===== config.mk =====
export PLATFORM = sky130hd
export DESIGN_NAME = mft_timer
export DESIGN_NICKNAME = d
export VERILOG_FILES = /design/src/rtl/mft_pkg.sv /design/src/rtl/mft_prescaler.sv /design/src/rtl/mft_watchdog.sv /design/src/rtl/mft_flags.sv /design/src/rtl/mft_timer.sv
export SDC_FILE = /design/constraint.sdc
export NUM_CORES = 1
export LEC_CHECK = 0
export CAP_MARGIN = 30
export CORE_MARGIN = 3
export CORE_UTILIZATION = 54
export DETAILED_ROUTE_END_ITERATION = 6
export PLACE_DENSITY = 0.84
export SYNTH_ARGS = -nofsm -noshare
export SYNTH_HDL_FRONTEND = slang
export SYNTH_HIERARCHICAL = 1
export SYNTH_SLANG_ARGS = --single-unit

===== constraint.sdc =====
create_clock -name clk -period 5.25 [get_ports clk]
set_clock_uncertainty 0.1 [all_clocks]
set_input_delay 1.05 -clock clk [delete_from_list [all_inputs] [get_ports clk]]
set_output_delay 1.05 -clock clk [all_outputs]
set_load 0.05 [all_outputs]

===== src/rtl/mft_pkg.sv =====
package mft_pkg;

  localparam int unsigned DATA_W = 8;

  // Control/status bit positions
  localparam int unsigned OVF_FLAG_BIT  = 7;
  localparam int unsigned TICK_FLAG_BIT = 6;
  localparam int unsigned OVF_EN_BIT    = 5;
  localparam int unsigned TICK_EN_BIT   = 4;

  typedef struct packed {
    logic       ovf_flag;
    logic       tick_flag;
    logic       ovf_en;
    logic       tick_en;
    logic [1:0] rate;
  } mft_csr_t;

  // Low-bit mask whose all-ones state marks the end of one periodic interval
  function automatic logic [31:0] tap_mask(input int unsigned base_log,
                                           input logic [1:0]  rate);
    return (32'd1 << (base_log + 32'(rate))) - 32'd1;
  endfunction

  function automatic logic [DATA_W-1:0] pack_csr(input mft_csr_t c);
    return {c.ovf_flag, c.tick_flag, c.ovf_en, c.tick_en, 2'b00, c.rate};
  endfunction

endpackage


===== src/rtl/mft_prescaler.sv =====
module mft_prescaler
  import mft_pkg::*;
#(
  parameter int unsigned BASE_LOG    = 11,
  parameter int unsigned CNT_DIV_LOG = 2
) (
  input  logic       clk,
  input  logic       rst_n,
  input  logic       sync_clr,
  input  logic [1:0] rate,
  output logic       cnt_tick,
  output logic       rti_tick
);
  localparam int unsigned PRE_W = BASE_LOG + 3;

  logic [PRE_W-1:0] pre_q;
  logic [PRE_W-1:0] mask;

  always_ff @(posedge clk or negedge rst_n) begin
    if (!rst_n)        pre_q <= '0;
    else if (sync_clr) pre_q <= '0;
    else               pre_q <= pre_q + 1'b1;
  end

  assign mask     = PRE_W'(tap_mask(BASE_LOG, rate));
  assign cnt_tick = &pre_q[CNT_DIV_LOG-1:0];
  assign rti_tick = ((pre_q & mask) == mask);


  tap_wrap_chk: assert property (@(posedge clk) disable iff (!rst_n)
    rti_tick |=> ((pre_q & $past(mask)) == '0));

endmodule


===== src/rtl/mft_watchdog.sv =====
module mft_watchdog #(
  parameter int unsigned TICKS = 8
) (
  input  logic clk,
  input  logic rst_n,
  input  logic kick,
  input  logic tick,
  output logic expire
);
  localparam int unsigned WD_W = $clog2(TICKS);
  localparam logic [WD_W-1:0] LAST = WD_W'(TICKS - 1);

  logic [WD_W-1:0] wd_q;

  assign expire = tick && (wd_q == LAST) && !kick;

  always_ff @(posedge clk or negedge rst_n) begin
    if (!rst_n)      wd_q <= '0;
    else if (expire) wd_q <= '0;
    else if (kick)   wd_q <= '0;
    else if (tick)   wd_q <= wd_q + 1'b1;
  end


  kick_clears_chk: assert property (@(posedge clk) disable iff (!rst_n)
    kick |=> (wd_q == '0));


  tick_counts_chk: assert property (@(posedge clk) disable iff (!rst_n)
    (tick && !kick && (wd_q != LAST)) |=> (wd_q == $past(wd_q) + 1'b1));

endmodule


===== src/rtl/mft_flags.sv =====
module mft_flags
  import mft_pkg::*;
#(
  parameter int unsigned CNT_W = 8
) (
  input  logic              clk,
  input  logic              rst_n,
  input  logic              sync_clr,
  input  logic              cnt_tick,
  input  logic              rti_tick,
  input  logic              csr_we,
  input  mft_csr_t          wr_csr,
  output mft_csr_t          csr_o,
  output logic [CNT_W-1:0]  cnt_o
);
  logic wrap;
  logic clr_ovf, clr_tick;

  assign wrap     = cnt_tick && (&cnt_o);
  assign clr_ovf  = csr_we && !wr_csr.ovf_flag;
  assign clr_tick = csr_we && !wr_csr.tick_flag;

  always_ff @(posedge clk or negedge rst_n) begin
    if (!rst_n) begin
      cnt_o <= '0;
      csr_o <= '0;
    end else if (sync_clr) begin
      cnt_o <= '0;
      csr_o <= '0;
    end else begin
      if (cnt_tick) cnt_o <= cnt_o + 1'b1;
      csr_o.ovf_flag  <= wrap     | (csr_o.ovf_flag  & !clr_ovf);
      csr_o.tick_flag <= rti_tick | (csr_o.tick_flag & !clr_tick);
      if (csr_we) begin
        csr_o.ovf_en  <= wr_csr.ovf_en;
        csr_o.tick_en <= wr_csr.tick_en;
        csr_o.rate    <= wr_csr.rate;
      end
    end
  end


  wrap_sets_chk: assert property (@(posedge clk) disable iff (!rst_n)
    (wrap && !sync_clr) |=> csr_o.ovf_flag);


  ovf_sticky_chk: assert property (@(posedge clk) disable iff (!rst_n)
    (csr_o.ovf_flag && !sync_clr && !csr_we) |=> csr_o.ovf_flag);


  tick_sticky_chk: assert property (@(posedge clk) disable iff (!rst_n)
    (csr_o.tick_flag && !sync_clr && !csr_we) |=> csr_o.tick_flag);


  clear_all_chk: assert property (@(posedge clk) disable iff (!rst_n)
    sync_clr |=> ((csr_o == '0) && (cnt_o == '0)));

endmodule


===== src/rtl/mft_timer.sv =====
module mft_timer
  import mft_pkg::*;
#(
  parameter int unsigned     ADDR_W      = 14,
  parameter logic [ADDR_W-1:0] CSR_ADDR  = 'h0008,
  parameter logic [ADDR_W-1:0] CNT_ADDR  = 'h0009,
  parameter logic [ADDR_W-1:0] WDOG_ADDR = 'h3FF0,
  parameter int unsigned     BASE_LOG    = 11,
  parameter int unsigned     CNT_DIV_LOG = 2,
  parameter int unsigned     WD_TICKS    = 8
) (
  input  logic              clk,
  input  logic              rst_n,
  input  logic [ADDR_W-1:0] bus_addr,
  input  logic              bus_wr,
  input  logic [7:0]        bus_wdata,
  output logic [7:0]        bus_rdata,
  input  logic              wait_i,
  output logic              irq_o,
  output logic              cop_rst_o
);
  localparam int unsigned CNT_W = DATA_W;

  mft_csr_t         csr;
  mft_csr_t         wr_csr;
  logic [CNT_W-1:0] cnt;
  logic             csr_we, kick;
  logic             cnt_tick, rti_tick, expire;
  logic             cop_q;
  logic             unused_inputs;

  assign csr_we = bus_wr && (bus_addr == CSR_ADDR);
  assign kick   = bus_wr && (bus_addr == WDOG_ADDR) && !bus_wdata[0];
  assign wr_csr = '{ovf_flag:  bus_wdata[OVF_FLAG_BIT],
                    tick_flag: bus_wdata[TICK_FLAG_BIT],
                    ovf_en:    bus_wdata[OVF_EN_BIT],
                    tick_en:   bus_wdata[TICK_EN_BIT],
                    rate:      bus_wdata[1:0]};
  assign unused_inputs = ^{bus_wdata[3:2], wait_i};

  mft_prescaler #(.BASE_LOG(BASE_LOG), .CNT_DIV_LOG(CNT_DIV_LOG)) u_pre (
    .clk(clk), .rst_n(rst_n), .sync_clr(expire), .rate(csr.rate),
    .cnt_tick(cnt_tick), .rti_tick(rti_tick));

  mft_flags #(.CNT_W(CNT_W)) u_flags (
    .clk(clk), .rst_n(rst_n), .sync_clr(expire), .cnt_tick(cnt_tick),
    .rti_tick(rti_tick), .csr_we(csr_we), .wr_csr(wr_csr),
    .csr_o(csr), .cnt_o(cnt));

  mft_watchdog #(.TICKS(WD_TICKS)) u_wd (
    .clk(clk), .rst_n(rst_n), .kick(kick), .tick(rti_tick), .expire(expire));

  always_ff @(posedge clk or negedge rst_n) begin
    if (!rst_n) cop_q <= 1'b0;
    else        cop_q <= expire;
  end

  assign cop_rst_o = cop_q;
  assign irq_o     = (csr.ovf_flag & csr.ovf_en) | (csr.tick_flag & csr.tick_en);

  always_comb begin
    if (bus_addr == CSR_ADDR)      bus_rdata = pack_csr(csr);
    else if (bus_addr == CNT_ADDR) bus_rdata = cnt;
    else                           bus_rdata = '0;
  end


  cop_pulse_chk: assert property (@(posedge clk) disable iff (!rst_n)
    cop_rst_o |=> !cop_rst_o);


  wait_runs_chk: assert property (@(posedge clk) disable iff (!rst_n)
    (wait_i && cnt_tick && !expire) |=> (cnt == $past(cnt) + 1'b1));


  irq_level_chk: assert property (@(posedge clk) disable iff (!rst_n)
    (irq_o && !bus_wr && !expire) |=> irq_o);

endmodule


==> results.ini, run 1 <==
[status]
status = complete, no violations

[power_and_ir_drop]
leakage_nw = 0.8209
p_total_uw = 419.9
irDropWorstVdd_uv = 166.1
power_density_nw_per_um2 = 195.5

[timing]
setup_viol = 0
slew_headroom = 0.4122
tightest_slew_ns = 0.8798
setup-tns-final_ns = 0
period_needed_ns = 4.369
max_clock_freq_mhz = 228.9
rsz0062_at_grt = no
final.period_utilization = 0.8323
fin_ws_ns = 0.8806
hold_viol = 0
slew_violations = 0

[clock_network]
h-tree-depth = 2
clk_latency_ns = 0.33
cts_resized = 0
cts.sinks = 32
cts.clk_slew.worst_paths_ns = 0.09
post_cts.repair.setup_buffers = 0
cts_max_path_buffers = 2
root_buffer = clkbuf_4
cts_tree = done
cts.hold.buffers_added = 0
cts_buffers = 5

[worst_setup_path]
arrival_ns = 3.22
crit_required_ns = 4.10
crit_fanout = 9
crit_path_start_kind = input pin
crit_type = in2out
cp-end-kind = output pin

[global_routing]
grt_pass1_vias = 1503
gr-total-overflow = 0
antenna_found_initial = 0
grt_start_max_net_pins = 33
grt_usage = 0.2096
grt_pass1_wl_um = 6561

[place]
dp_slack_ns = 0.8586
numPortBuffers = 32
place.detailed.hpwl_um = 2780
gp_congestion = 0.8481
place_area_sq_um = 2090

[logic_synthesis]
synthFlopType = dfrtp_1
yosysTopAreaCell = dfrtp_1
synth.top_cell.area_share = 0.4621
synthCells = 176
synth_cell_types = 39
syn_area_per_cell_sq_um = 9.846
yosys_warnings = 6
yosysSeqAreaShare = 0.4621
synthTopCellsByArea = dfrtp_1 (46%), mux2i_1 (6.4%), nor2_1 (5.4%)
synth_area_sq_um = 1733
synthArstFlopShare = 1.000
ys_seq_elements = 32
synth-edff-count = 0

[layout]
diodes = 0
area_growth_pct = 23.97
multi_input_area_sq_um = 882.1
final-seq-area_sq_um = 800.8
nFillCells = 230
design_area_sq_um = 2148
drive_gt1_frac = 0.07512
fin_nets = 243

[die]
ios = 36
die_area_sq_um = 3925
die_y_um = 62.65
fp.dieW_um = 62.65
fp.coreArea_sq_um = 2900
initial_core_util = 0.5975
fp-row-count = 19

[drt]
drc_errors = 0
via_per_inst = 5.706
vias = 1455
postRouteAntennaNets = 0
drt_wl_total_um = 3734
drt_pass1_iterations = 4
wl_per_cell_um = 14.64
first_iter_violations = 32

[flow_run]
drv_cap = 0

[hold_path]
hold_class = reg2reg

[flip-flops by register name, summed over array words and instances, names as in the netlist]
signal / flops
u_pre/pre_q: 14
u_flags/cnt_o: 8
u_flags/csr_o: 6
u_wd/wd_q: 3
cop_rst_o: 1
[synthesized netlist by cell type, types with 3 or more instances]
| master | instances |
|---|---|
| dfrtp_1 | 32 |
| nor2_1 | 25 |
| a21oi_1 | 12 |
| mux2i_1 | 11 |
| nand2_1 | 10 |
| o21ai_0 | 8 |
| inv_1 | 7 |
| or3_1 | 6 |
| ha_1 | 5 |
| nand4_1 | 4 |
| nor2b_1 | 4 |
| nor4_1 | 4 |
| o31ai_1 | 4 |
| or4_1 | 4 |
| xor2_1 | 4 |
| clkbuf_1 | 3 |
| nand3_1 | 3 |
| nand4b_1 | 3 |
| xnor2_1 | 3 |
[worst paths after layout]
path	startpoint	endpoint	slack, ns	depth (start not counted)
min	u_pre/pre_q[0]	u_pre/pre_q[0]	0.41	1
min in group asynchronous	rst_n	u_flags/csr_o[2]	1.01	2
max in group asynchronous	rst_n	u_flags/csr_o[5]	3.75	2
max reg2reg	u_pre/pre_q[0]	u_pre/pre_q[12]	2.09	7
max	bus_addr[13]	bus_rdata[1]	0.88	5
min reg2reg	u_pre/pre_q[0]	u_pre/pre_q[0]	0.41	1
[layout by cell type, fill, tap and decap left out, types with 2 or more instances in the layout]
| cell type | n |
|---|---|
| nand4_2 | 2 |
| nand4_1 | 4 |
| mux2i_1 | 11 |
| nor2b_1 | 4 |
| mux2_2 | 2 |
| inv_1 | 7 |
| o21ai_0 | 8 |
| ha_1 | 5 |
| a21oi_1 | 12 |
| or3_1 | 6 |
| nor4bb_1 | 2 |
| clkbuf_4 | 5 |
| or4_1 | 4 |
| nor4_1 | 4 |
| clkdlybuf4s50_1 | 32 |
| nand4b_1 | 3 |
| conb_1 | 2 |
| a22o_1 | 2 |
| xnor2_1 | 3 |
| nor2_1 | 25 |
| clkbuf_1 | 2 |
| nand2_1 | 10 |
| nand3_1 | 3 |
| dfrtp_1 | 32 |
| xor2_1 | 4 |
| o31ai_1 | 4 |
[through the flow]
step	instances	hold slack, ns	util
6_report	255	0.4080	0.7407
5_1_grt	255	0.4312	0.7407
4_1_cts	255	0.4116	0.7407
3_5_place_dp	247	0.3938	0.7204
3_3_place_gp	247	0.3663	0.7204
2_1_floorplan	177	0.3547	-
[cell type report]
type                       count  share of cell area
tap                           42             0.02446
clock buffer                   8             0.02737
multi-input combinational    133              0.4106
timing repair buffer          33              0.1526
inverter                       7             0.01223
sequential                    32              0.3727
[worst max-delay path, cell delays in order]
cell	delay (ns)
clkdlybuf4s50_1	0.43
nor4b_1	0.31
nand4b_1	0.39
nor2_1	0.22
clkdlybuf4s50_1	0.82
[per-layer routing]
| metal | vias up | part of all wire | global-route usage | routed length [um] |
|---|---|---|---|---|
| met5 | - | 0 | 0 | 0 |
| met2 | 38 | 0.49 | 0.3569 | 1812 |
| met3 | 8 | 0.055 | 0.08273 | 204 |
| li1 | 707 | - | - | - |
| met1 | 702 | 0.44 | 0.2352 | 1657 |
| met4 | 0 | 0.016 | 0.07989 | 59 |
[cell families after synthesis]
family                     count (synthesis)  synth area share
and+or+nand+nor                           76            0.2534
AOI/OAI and AO/OA                         30            0.1033
xor gates and xnor gates                   7           0.03538
other                                      1          0.002164
DFF                                       32            0.4621
muxes                                     13           0.07654
buffers and inverters                     12           0.03105
adders and majority gates                  5           0.03610
[power by group]
group / internal [mW] / switching, mW
Sequential: 0.246 / 0.0000582
Clock: 0.0660 / 0.0772
Combinational: 0.0186 / 0.0118
Total: 0.331 / 0.0890
No activity file was read; power rests on OpenSTA's default activity.
==> inputs of run 2 (changes only) <==
--- a/config.mk
+++ b/config.mk
@@ -7,9 +7,9 @@
 export LEC_CHECK = 0
 export CAP_MARGIN = 30
 export CORE_MARGIN = 3
-export CORE_UTILIZATION = 54
+export CORE_UTILIZATION = 50
 export DETAILED_ROUTE_END_ITERATION = 6
-export PLACE_DENSITY = 0.84
+export PLACE_DENSITY = 0.78
 export SYNTH_ARGS = -nofsm -noshare
 export SYNTH_HDL_FRONTEND = slang
 export SYNTH_HIERARCHICAL = 1
==> constraint.sdc (replaced) <==
create_clock -name clk -period 4.5 [get_ports clk]
set_clock_uncertainty 0.1 [all_clocks]
set_input_delay 0.9 -clock clk [delete_from_list [all_inputs] [get_ports clk]]
set_output_delay 0.9 -clock clk [all_outputs]
set_load 0.05 [all_outputs]
==> run 2 against run 1 <==
Against the previous run: non-clock buffer count did not move; total power is 29% higher; first-iteration DRC count rose by 130%; sequential share of layout area down 0.41 points; final area rose by 1.1%; flip-flop and latch count unchanged; via count is 1.4% lower; setup slack worse by 0.49 ns; sequential power up 17%; critical endpoint unchanged.
==> results.ini, run 2 (synthesis gave the netlist of run 1 again) <==
[status]
status = complete, no violations

[global_routing]
grt_start_max_net_pins = 33
gr-total-overflow = 0
grt_pass1_wl_um = 6713
antenna_found_initial = 0
grt_pass1_vias = 1522
grt_usage = 0.2063

[hold_path]
min_from = u_pre/pre_q[0]
min_delay_path_depth = 1
hold_class = reg2reg
min_to = u_pre/pre_q[0]

[power_and_ir_drop]
p_switching_uw = 115.9
p_comb_frac = 0.066
power_density_nw_per_um2 = 249.0
leakage_nw = 0.8295
p_total_uw = 540.8
internal_power_uw = 424.9
netSwitchingFraction = 0.2143
irDropWorstVdd_uv = 183.6
clkPwrFrac = 0.403
p_seq_frac = 0.532

[clock_network]
root_buffer = clkbuf_4
h-tree-depth = 2
cts_max_path_buffers = 2
post_cts.repair.setup_buffers = 0
cts.hold.buffers_added = 0
cts_buffers = 5
cts_resized = 0
cts.sinks = 32
clk_latency_ns = 0.34
cts.clk_slew.worst_paths_ns = 0.10
cts_tree = done

[timing]
tightest_slew_ns = 0.8312
setup-tns-final_ns = 0
hold_viol = 0
rsz0062_at_grt = no
setup_viol = 0
whs_ns = 0.3881
max_clock_freq_mhz = 243.5
period_needed_ns = 4.107
slew_violations = 0
final.period_utilization = 0.9126
slew_headroom = 0.4446

[die]
die_area_sq_um = 4208
initial_core_util = 0.5453
ios = 36
fp.coreArea_sq_um = 3178
fp.dieW_um = 64.87
die_y_um = 64.87
fp-row-count = 20

[layout]
final_cell_mix = dfrtp_1 (32), clkdlybuf4s50_1 (32), nor2_1 (25)
area_growth_pct = 25.34
final_util = 0.6835
regMostFlops = u_pre/pre_q
stdcell_count = 257
nFillCells = 257
largest_reg_flops = 14
diodes = 0
top_regs = u_pre/pre_q x14, u_flags/cnt_o x8, u_flags/csr_o x6
fin_nets = 243
drive_gt1_frac = 0.08451

[worst_setup_path]
crit_required_ns = 3.50
crit_fanout = 9
arrival_ns = 3.11
crit_path_frequent_cell = clkdlybuf4s50_1
critPathMaxStageDelay_ns = 0.83
r2r_start = u_pre/pre_q[0]
rr_endpoint = u_pre/pre_q[13]
crit_path_top_delay_cell = clkdlybuf4s50_1
crit_path_start_kind = input pin
crit_type = in2out
cp-end-kind = output pin
worst-r2r-setup-slack_ns = 1.32
reg2reg_depth = 7
cp_cell_sequence = clkdlybuf4s50_1 -> nor4b_1 -> nand4b_1 -> nor2_1 -> clkdlybuf4s50_1

[drt]
drc_errors = 0
postRouteAntennaNets = 0
drt_pass1_iterations = 4
first_iter_violations = 73
vias = 1435
via_per_inst = 5.584
wl_per_cell_um = 14.38
drt_wl_total_um = 3695

[place]
place.detailed.hpwl_um = 2627
gp_congestion = 0.7733
numPortBuffers = 32
dp.cells = 249

[flow_run]
drv_cap = 0

## run 2: cell count changes in the layout (fill, tap and decap cells not counted), sizes merged
cell,change
clkinv,+1
clkbuf,-3
clkinvlp,+1
bufinv,+1
## run 2: area by class of cell
cell class / count / area [sq um] / area share
repair buffers: 33 / 327.8 / 0.1509
well taps: 44 / 55.05 / 0.02535
multi-input cells: 133 / 882.1 / 0.4061
clock inverters: 3 / 42.54 / 0.01959
flip-flops and latches: 32 / 800.8 / 0.3687
clock buffers: 5 / 37.54 / 0.01728
inverters: 7 / 26.28 / 0.01210
## run 2: through the flow
stage | setup WS (ns) | instance area [sq um]
global placement | 0.4328 | 2092
global route | 0.1791 | 2172
detailed placement | 0.4058 | 2092
CTS | 0.4019 | 2172
finish | 0.3931 | 2172
floorplan | 1.303 | 1737
## run 2: worst max path at each step
stage	start	endpoint	slack, ns	depth (start not counted)
6_report	bus_addr[13]	bus_rdata[1]	0.39	5
5_1_grt	bus_addr[13]	bus_rdata[1]	0.18	5
4_1_cts	bus_addr[13]	bus_rdata[1]	0.40	5
3_5_place_dp	bus_addr[13]	bus_rdata[1]	0.41	5
3_3_place_gp	bus_addr[13]	bus_rdata[1]	0.43	5
2_1_floorplan	bus_addr[13]	bus_rdata[0]	1.30	3
## run 2: per-layer routing
| layer | wire (um) | global-route usage | vias up |
|---|---|---|---|
| met1 | 1569 | 0.2347 | 670 |
| met5 | 0 | 0 | - |
| met4 | 82 | 0.1029 | 0 |
| met2 | 1739 | 0.3525 | 48 |
| met3 | 303 | 0.05719 | 8 |
| li1 | - | - | 709 |
## run 2: critical path: cells and delay by family
kind	cells	cell delay, ns
simple gates	3	0.95
buf+inv	2	1.25
## run 2: power by group through the flow
stage | Combinational (mW) | Sequential, mW | Clock (mW)
2_1_floorplan | 0.00850 | 0.293 | 0
3_3_place_gp | 0.0350 | 0.293 | 0
3_5_place_dp | 0.0356 | 0.293 | 0
4_1_cts | 0.0360 | 0.288 | 0.224
5_1_grt | 0.0391 | 0.288 | 0.237
6_report | 0.0356 | 0.287 | 0.218
==> inputs of run 3 (changes only) <==
--- a/config.mk
+++ b/config.mk
@@ -14,3 +14,4 @@
 export SYNTH_HDL_FRONTEND = slang
 export SYNTH_HIERARCHICAL = 1
 export SYNTH_SLANG_ARGS = --single-unit
+export TNS_END_PERCENT = 100
==> results of run 3 <==
No change in the layout: final DEF, timing and power equal those of run 2.
